## src/rtl/irq_life_pkg.sv

```systemverilog
package irq_life_pkg;

  typedef enum logic [1:0] {
    K_SGI  = 2'd0,
    K_PRIV = 2'd1,
    K_SHR  = 2'd2,
    K_MSG  = 2'd3
  } irq_kind_e;

  // Kind of an interrupt from its index in the bank layout.
  function automatic irq_kind_e kind_of(input int idx, input int n_sgi,
                                        input int n_priv, input int n_shr);
    if (idx < n_sgi)                       return K_SGI;
    else if (idx < n_sgi + n_priv)         return K_PRIV;
    else if (idx < n_sgi + n_priv + n_shr) return K_SHR;
    else                                   return K_MSG;
  endfunction

  // Only private and shared interrupts may be level-sensitive.
  function automatic logic eff_level(input irq_kind_e k, input logic cfg);
    return cfg && (k == K_PRIV || k == K_SHR);
  endfunction

  // Software-generated interrupts have no line.
  function automatic logic uses_line(input irq_kind_e k);
    return k != K_SGI;
  endfunction

  // Message-based interrupts never hold an active state.
  function automatic logic keeps_active(input irq_kind_e k);
    return k != K_MSG;
  endfunction

  // Next {pending, active} from the events of this cycle.
  function automatic logic [1:0] next_state(input logic holds_act,
                                            input logic set_ev,
                                            input logic clr_ev,
                                            input logic ack_hit,
                                            input logic deact_hit,
                                            input logic pend,
                                            input logic act);
    logic pn, an;
    if (ack_hit) begin
      pn = set_ev;
      an = holds_act;
    end else begin
      pn = set_ev | (pend & ~clr_ev);
      an = act & ~deact_hit;
    end
    return {pn, an};
  endfunction

endpackage

```

## src/rtl/irq_src_stage.sv

```systemverilog
module irq_src_stage #(
  parameter int W = 8
) (
  input  logic         clk,
  input  logic         rst_n,
  input  logic [W-1:0] line_i,
  output logic [W-1:0] lvl_o,
  output logic [W-1:0] rise_o,
  output logic [W-1:0] fall_o
);
  logic [W-1:0] q1, q2;

  always_ff @(posedge clk or negedge rst_n) begin
    if (!rst_n) begin
      q1 <= '0;
      q2 <= '0;
    end else begin
      q1 <= line_i;
      q2 <= q1;
    end
  end

  assign lvl_o  = q1;
  assign rise_o = q1 & ~q2;
  assign fall_o = ~q1 & q2;

endmodule

```

## src/rtl/irq_op_decode.sv

```systemverilog
module irq_op_decode #(
  parameter int N   = 8,
  parameter int IDW = 3
) (
  input  logic           clk,
  input  logic           rst_n,
  input  logic           split_mode,
  input  logic           ack_vld,
  input  logic [IDW-1:0] ack_id,
  input  logic           eoi_vld,
  input  logic [IDW-1:0] eoi_id,
  input  logic           dir_vld,
  input  logic [IDW-1:0] dir_id,
  output logic [N-1:0]   ack_oh,
  output logic [N-1:0]   deact_oh
);
  for (genvar i = 0; i < N; i++) begin : g_dec
    logic eoi_hit, dir_hit;
    assign ack_oh[i]   = ack_vld && (ack_id == IDW'(i));
    assign eoi_hit     = eoi_vld && (eoi_id == IDW'(i));
    assign dir_hit     = dir_vld && (dir_id == IDW'(i));
    assign deact_oh[i] = split_mode ? dir_hit : eoi_hit;
  end

  // at most one interrupt is acknowledged per cycle
  p_one_ack_r7: assert property (@(posedge clk) disable iff (!rst_n)
    $onehot0(ack_oh));

  // in combined mode a lone deactivate operation selects nothing
  p_dir_ignored_r9: assert property (@(posedge clk) disable iff (!rst_n)
    (!split_mode && !eoi_vld) |-> (deact_oh == '0));

  // in split mode a lone end-of-interrupt selects nothing
  p_eoi_no_deact_r10: assert property (@(posedge clk) disable iff (!rst_n)
    (split_mode && !dir_vld) |-> (deact_oh == '0));

endmodule

```

## src/rtl/irq_state_cell.sv

```systemverilog
module irq_state_cell
  import irq_life_pkg::*;
#(
  parameter irq_kind_e KIND = K_SHR
) (
  input  logic clk,
  input  logic rst_n,
  input  logic level_cfg,
  input  logic lvl,
  input  logic rise,
  input  logic fall,
  input  logic sw_set,
  input  logic sw_clr,
  input  logic ack_sel,
  input  logic deact_sel,
  output logic pend,
  output logic act
);
  logic pend_q, act_q;
  logic is_lvl, use_line, set_ev, clr_ev, ack_hit, deact_hit;
  logic [1:0] nxt;

  assign is_lvl    = eff_level(KIND, level_cfg);
  assign use_line  = uses_line(KIND);
  assign set_ev    = sw_set | (use_line & (is_lvl ? lvl : rise));
  assign clr_ev    = sw_clr | (use_line & is_lvl & fall);
  assign ack_hit   = ack_sel & pend_q;
  assign deact_hit = deact_sel & act_q;
  assign nxt       = next_state(keeps_active(KIND), set_ev, clr_ev,
                                ack_hit, deact_hit, pend_q, act_q);

  always_ff @(posedge clk or negedge rst_n) begin
    if (!rst_n) begin
      pend_q <= 1'b0;
      act_q  <= 1'b0;
    end else begin
      pend_q <= nxt[1];
      act_q  <= nxt[0];
    end
  end

  assign pend = pend_q;
  assign act  = act_q;

  // edge acknowledge with no new set event -> active only
  p_edge_ack_r5: assert property (@(posedge clk) disable iff (!rst_n)
    (ack_hit && !is_lvl && KIND != K_MSG && !set_ev) |=> (act_q && !pend_q));

  // set event in the acknowledge cycle -> active-and-pending
  p_edge_reack_r5: assert property (@(posedge clk) disable iff (!rst_n)
    (ack_hit && KIND != K_MSG && set_ev) |=> (act_q && pend_q));

  // level acknowledge with line held -> active-and-pending
  p_level_ack_r6: assert property (@(posedge clk) disable iff (!rst_n)
    (ack_hit && is_lvl && lvl) |=> (act_q && pend_q));

  // deactivation keeps pending untouched
  p_deact_keep_r8: assert property (@(posedge clk) disable iff (!rst_n)
    (deact_hit && !ack_hit && !set_ev && !clr_ev) |=> (!act_q && $stable(pend_q)));

  // deactivation of an inactive interrupt leaves it inactive
  p_ignore_deact_r11: assert property (@(posedge clk) disable iff (!rst_n)
    (deact_sel && !act_q && !ack_hit) |=> !act_q);

  // acknowledge of a non-pending interrupt changes nothing
  p_ack_idle_r7: assert property (@(posedge clk) disable iff (!rst_n)
    (ack_sel && !pend_q && !set_ev && !deact_hit) |=> ($stable(pend_q) && $stable(act_q)));

  if (KIND == K_MSG) begin : g_msg_chk
    // message acknowledge only consumes pending
    p_msg_ack_r13: assert property (@(posedge clk) disable iff (!rst_n)
      (ack_hit && !set_ev) |=> (!pend_q && !act_q));
  end

  if (KIND == K_SGI) begin : g_sgi_chk
    // without a software set, a software-generated interrupt stays idle
    p_sgi_no_line_r12: assert property (@(posedge clk) disable iff (!rst_n)
      (!pend_q && !sw_set) |=> !pend_q);
  end

endmodule

```

## src/rtl/irq_life_tracker.sv

```systemverilog
module irq_life_tracker
  import irq_life_pkg::*;
#(
  parameter int N_SGI  = 4,
  parameter int N_PRIV = 4,
  parameter int N_SHR  = 8,
  parameter int N_MSG  = 4,
  localparam int N_IRQ = N_SGI + N_PRIV + N_SHR + N_MSG,
  localparam int IDW   = (N_IRQ > 1) ? $clog2(N_IRQ) : 1
) (
  input  logic             clk,
  input  logic             rst_n,
  input  logic             split_mode,
  input  logic [N_IRQ-1:0] trig_level,
  input  logic [N_IRQ-1:0] src_line,
  input  logic [N_IRQ-1:0] sw_set,
  input  logic [N_IRQ-1:0] sw_clr,
  input  logic             ack_vld,
  input  logic [IDW-1:0]   ack_id,
  input  logic             eoi_vld,
  input  logic [IDW-1:0]   eoi_id,
  input  logic             dir_vld,
  input  logic [IDW-1:0]   dir_id,
  output logic [N_IRQ-1:0] pend_o,
  output logic [N_IRQ-1:0] act_o
);
  logic [N_IRQ-1:0] lvl, rise, fall, ack_oh, deact_oh;

  irq_src_stage #(.W(N_IRQ)) u_src (
    .clk    (clk),
    .rst_n  (rst_n),
    .line_i (src_line),
    .lvl_o  (lvl),
    .rise_o (rise),
    .fall_o (fall)
  );

  irq_op_decode #(.N(N_IRQ), .IDW(IDW)) u_dec (
    .clk        (clk),
    .rst_n      (rst_n),
    .split_mode (split_mode),
    .ack_vld    (ack_vld),
    .ack_id     (ack_id),
    .eoi_vld    (eoi_vld),
    .eoi_id     (eoi_id),
    .dir_vld    (dir_vld),
    .dir_id     (dir_id),
    .ack_oh     (ack_oh),
    .deact_oh   (deact_oh)
  );

  for (genvar i = 0; i < N_IRQ; i++) begin : g_cell
    localparam irq_kind_e K = kind_of(i, N_SGI, N_PRIV, N_SHR);
    irq_state_cell #(.KIND(K)) u_cell (
      .clk       (clk),
      .rst_n     (rst_n),
      .level_cfg (trig_level[i]),
      .lvl       (lvl[i]),
      .rise      (rise[i]),
      .fall      (fall[i]),
      .sw_set    (sw_set[i]),
      .sw_clr    (sw_clr[i]),
      .ack_sel   (ack_oh[i]),
      .deact_sel (deact_oh[i]),
      .pend      (pend_o[i]),
      .act       (act_o[i])
    );
  end

  // message-based interrupts never show active
  if (N_MSG > 0) begin : g_msg_top
    p_msg_inactive_r13: assert property (@(posedge clk) disable iff (!rst_n)
      act_o[N_IRQ-1 -: N_MSG] == '0);
  end

  // state is clear in the first cycle out of reset
  p_reset_clear_r1: assert property (@(posedge clk)
    $rose(rst_n) |-> (pend_o == '0 && act_o == '0));

endmodule

```

## config.mk

```make
export PLATFORM = sky130hd
export DESIGN_NAME = irq_life_tracker
export DESIGN_NICKNAME = d
export VERILOG_FILES = /design/src/rtl/irq_life_pkg.sv /design/src/rtl/irq_src_stage.sv /design/src/rtl/irq_op_decode.sv /design/src/rtl/irq_state_cell.sv /design/src/rtl/irq_life_tracker.sv
export SDC_FILE = /design/constraint.sdc
export NUM_CORES = 1
export LEC_CHECK = 0
export BUFFER_PORTS_ARGS = -buffer_cell sky130_fd_sc_hd__buf_2
export CAP_MARGIN = 20
export CORE_UTILIZATION = 35
export DETAILED_ROUTE_END_ITERATION = 10
export PLACE_DENSITY = 0.68
export SLEW_MARGIN = 20
export SYNTH_ARGS = -nofsm -noshare
export SYNTH_HDL_FRONTEND = slang
export SYNTH_SLANG_ARGS = --single-unit
```

## constraint.sdc

```tcl
create_clock -name clk -period 0.8 [get_ports clk]
set_input_delay 0.12 -clock clk [delete_from_list [all_inputs] [get_ports clk]]
set_output_delay 0.12 -clock clk [all_outputs]
set_load 0.01 [all_outputs]
```

==> flow_metrics.py <==
metrics = {
    "outcome": {
        "status": "finished with violations",
        "violations": "setup timing",
    },
    "timing": {
        "setup_violations": 79,
        "clock_skew_ns": 0.0104,
        "setup_ws_ns": -0.326,
        "final-hold-violation-count": 0,
        "period_minus_slack_ns": 1.13,
        "slew_violations": 0,
        "grt_setup_unrepaired": "yes",
        "worst_pin_slew_ns": 0.336,
        "relSlewSlack": 0.776,
        "max_clock_freq_mhz": 888,
        "fin_crit_sh": 1.41,
        "fin_setup_tns_ns": -14.15,
    },
    "global_route": {
        "use_met3": 0.0678,
        "first_global_vias": 3571,
        "grt-busiest-layer": "met2",
        "grt_pass1_wl_mm": 17.0,
        "antenna_found_initial": 0,
        "grtUsageMet1": 0.238,
        "overflow": 0,
        "grt_max_degree": 32,
        "met2_usage": 0.393,
        "grt_usage": 0.217,
    },
    "drt": {
        "routed_wl_mm": 11.2,
        "ant_nets": 0,
        "first_pass_iters": 4,
        "route.vias.total": 3506,
        "vias_per_cell": 4.97,
        "post_drt_wl_per_cell_um": 15.9,
        "drt_iter0_drc": 138,
        "drc": 0,
    },
    "clocking": {
        "clock-sinks": 72,
        "cts_tree": "built",
        "cts_made_buffers": 9,
        "cts-root-buf": "clkbuf_8",
        "clockBufferDepth": 2,
        "clk-insertion-delay-late_ns": 0.36,
        "path_clk_slew_ns": 0.08,
        "cts-htree-levels": 3,
    },
    "yosys": {
        "synth.avg_cell_area_um2": 10.1,
        "synthCells": 353,
        "yosysSeqAreaShare": 0.504,
        "synth_edf_count": 0,
        "synth-seq-cells": 72,
        "synth_nets": 454,
        "synth_top_area_cell": "dfrtp_1",
        "ys.flop_type": "dfrtp_1",
        "yosysMostFrequentCell": "dfrtp_1",
        "yosysUniqueCellTypes": 40,
        "synthesis.area_um2": 3580,
        "synth_top_cells_by_count": "dfrtp_1, buf_4, nor2_1, nor2b_1",
        "synth_top_area_frac": 0.504,
        "synthTopCellsByArea": "dfrtp_1, buf_4, nor2b_1",
        "synth_warnings": 0,
        "async_flop_share": 1.00,
    },
    "job": {
        "maxCapViolations": 0,
    },
    "final_layout": {
        "layout.nets": 668,
        "drive_above_1_share": 0.514,
        "area_growth_pct": 66.8,
        "fillers": 851,
        "diodes": 0,
        "finalNonFillerCells": 705,
    },
    "worst_hold_path": {
        "min_from": "sw_set[4]",
        "worst_hold_path_type": "in2reg",
    },
    "place": {
        "dpl.hpwl_mm": 7.74,
        "port_buffers": 128,
        "post-place-cells": 617,
        "place_congestion": 0.847,
    },
    "setup_path": {
        "worstPathRequired_ns": 0.68,
        "arrival_ns": 1.01,
        "crit_family": "flip-flops",
        "crit_slowest_cell": "dfrtp_1",
        "critPathMostFrequentCell": "buf_6",
        "end_kind": "output pin",
        "cpPeakStageDelay_ns": 0.41,
        "critPathMaxFanout": 2,
        "startpoint": "g_cell[16].u_cell.pend$_DFF_PN0_",
        "start_kind": "flip-flop",
        "worstPathCellList": "buf_6 -> buf_6",
        "crit_buf_inv": 2,
        "rr_startpoint": "g_cell[12].u_cell.pend$_DFF_PN0_",
        "critPathKind": "reg2out",
    },
    "floorplan": {
        "ioPinCount": 141,
        "rows": 36,
        "core_um2": 9820,
        "fp.dieW_um": 103,
        "initial_utilization": 0.364,
        "die_h_um": 103,
        "die-area_um2": 10600,
    },
    "pwr": {
        "leakage_nw": 2.79,
        "power.density_nw_per_um2": 1670,
        "ir_drop_mv": 1.25,
        "fin_total_pwr_mw": 9.95,
    },
}
==> worst paths after layout <==
kind                                                    end  slack (ns)  cells after the start
setup / recovery                                 pend_o[16]       -0.33                      2
hold / removal              g_cell[4].u_cell.pend$_DFF_PN0_        0.03                      3
setup reg to reg           g_cell[12].u_cell.pend$_DFF_PN0_       -0.19                      4
hold reg to reg                       u_src.q2[7]$_DFF_PN0_        0.38                      0
max in group asynchronous   g_cell[6].u_cell.pend$_DFF_PN0_        0.18                      3
min in group asynchronous    g_cell[2].u_cell.act$_DFF_PN0_        0.16                      2
==> registers in the layout, indices dropped and copies added, names as in the netlist <==
register / count
g_cell.u_cell.pend: 20
g_cell.u_cell.act: 20
u_src.q2: 16
u_src.lvl_o: 16
==> cells in the final DEF, fill, tap and decap left out, types with 3 or more instances in the layout <==
cell             n
or3b_4           3
o21ai_1          4
inv_1           17
buf_4           63
nand3_1         13
a21oi_1          4
buf_2          100
nand3_2          3
nor2b_4         14
clkbuf_8        10
o21ai_0         11
nand3b_1         5
a32o_1          12
or3_1            3
nor2_1          25
a22oi_1          8
o211ai_1        12
dlygate4sd3_1   29
o41ai_2          3
buf_12           4
buf_6           61
a32oi_1          4
nor3b_1         12
nand4_1          5
o31ai_4          4
nand4b_1         3
dfrtp_1         72
nand2b_1         3
and3_1           4
nor2b_1          4
a31o_2           4
nand2_1         18
==> cell type report <==
class	instances	area [um2]	share of cell area
inverters	19	78.8	0.0132
clock buffers	10	138	0.0231
well taps	133	166	0.0279
flip-flops and latches	72	1800	0.302
clock inverters	6	67.6	0.0113
multi-input cells	208	1680	0.282
repair buffers	257	2030	0.340
==> tightest hold or removal path, delay by kind of cell <==
family | cells | cell delay, ns
compound gates | 1 | 0.08
buf+inv | 2 | 0.14
==> timing repair <==
| item | CTS | global route |
|---|---|---|
| hold endpoints to repair | 96 | 0 |
| pin swaps | 22 | 24 |
| gates resized for setup | 75 | 43 |
| hold buffers | 29 | 0 |
| buffers inserted | 34 | 19 |
| setup endpoints to repair | 75 | 80 |
==> report_power, final <==
part           switching (mW)  leakage (nW)  total (mW)  internal (mW)
clock                    1.44        0.0989        2.97           1.53
sequential              0.239         0.837        4.23           3.99
combinational            1.08          1.85        2.75           1.67
total                    2.75          2.79        9.95           7.20
==> layer usage <==
| metal | up-vias | part of all wire |
|---|---|---|
| met5 | - | 0 |
| met4 | 0 | 0.018 |
| met3 | 19 | 0.066 |
| met2 | 113 | 0.52 |
| met1 | 1713 | 0.39 |
| li1 | 1661 | - |
==> per-stage QoR <==
stage          cell area, um2  utilization  hold WS, ns  setup WS (ns)
2_1_floorplan            3810            -       -0.176         -0.606
4_1_cts                  5690        0.580      0.00631         -0.341
6_report                 5970        0.608       0.0324         -0.326
3_5_place_dp             4630        0.471      0.00191         -0.761
5_1_grt                  5970        0.608       0.0204         -0.364
3_3_place_gp             4630        0.471      0.00436         -0.754
==> cell families after synthesis <==
kind of cell / after synthesis / synth area share
and+or+nand+nor: 135 / 0.223
DFF: 72 / 0.504
AOI/OAI and AO/OA: 73 / 0.154
buffers and inverters: 73 / 0.119
No activity file was read; power rests on OpenSTA's default activity.
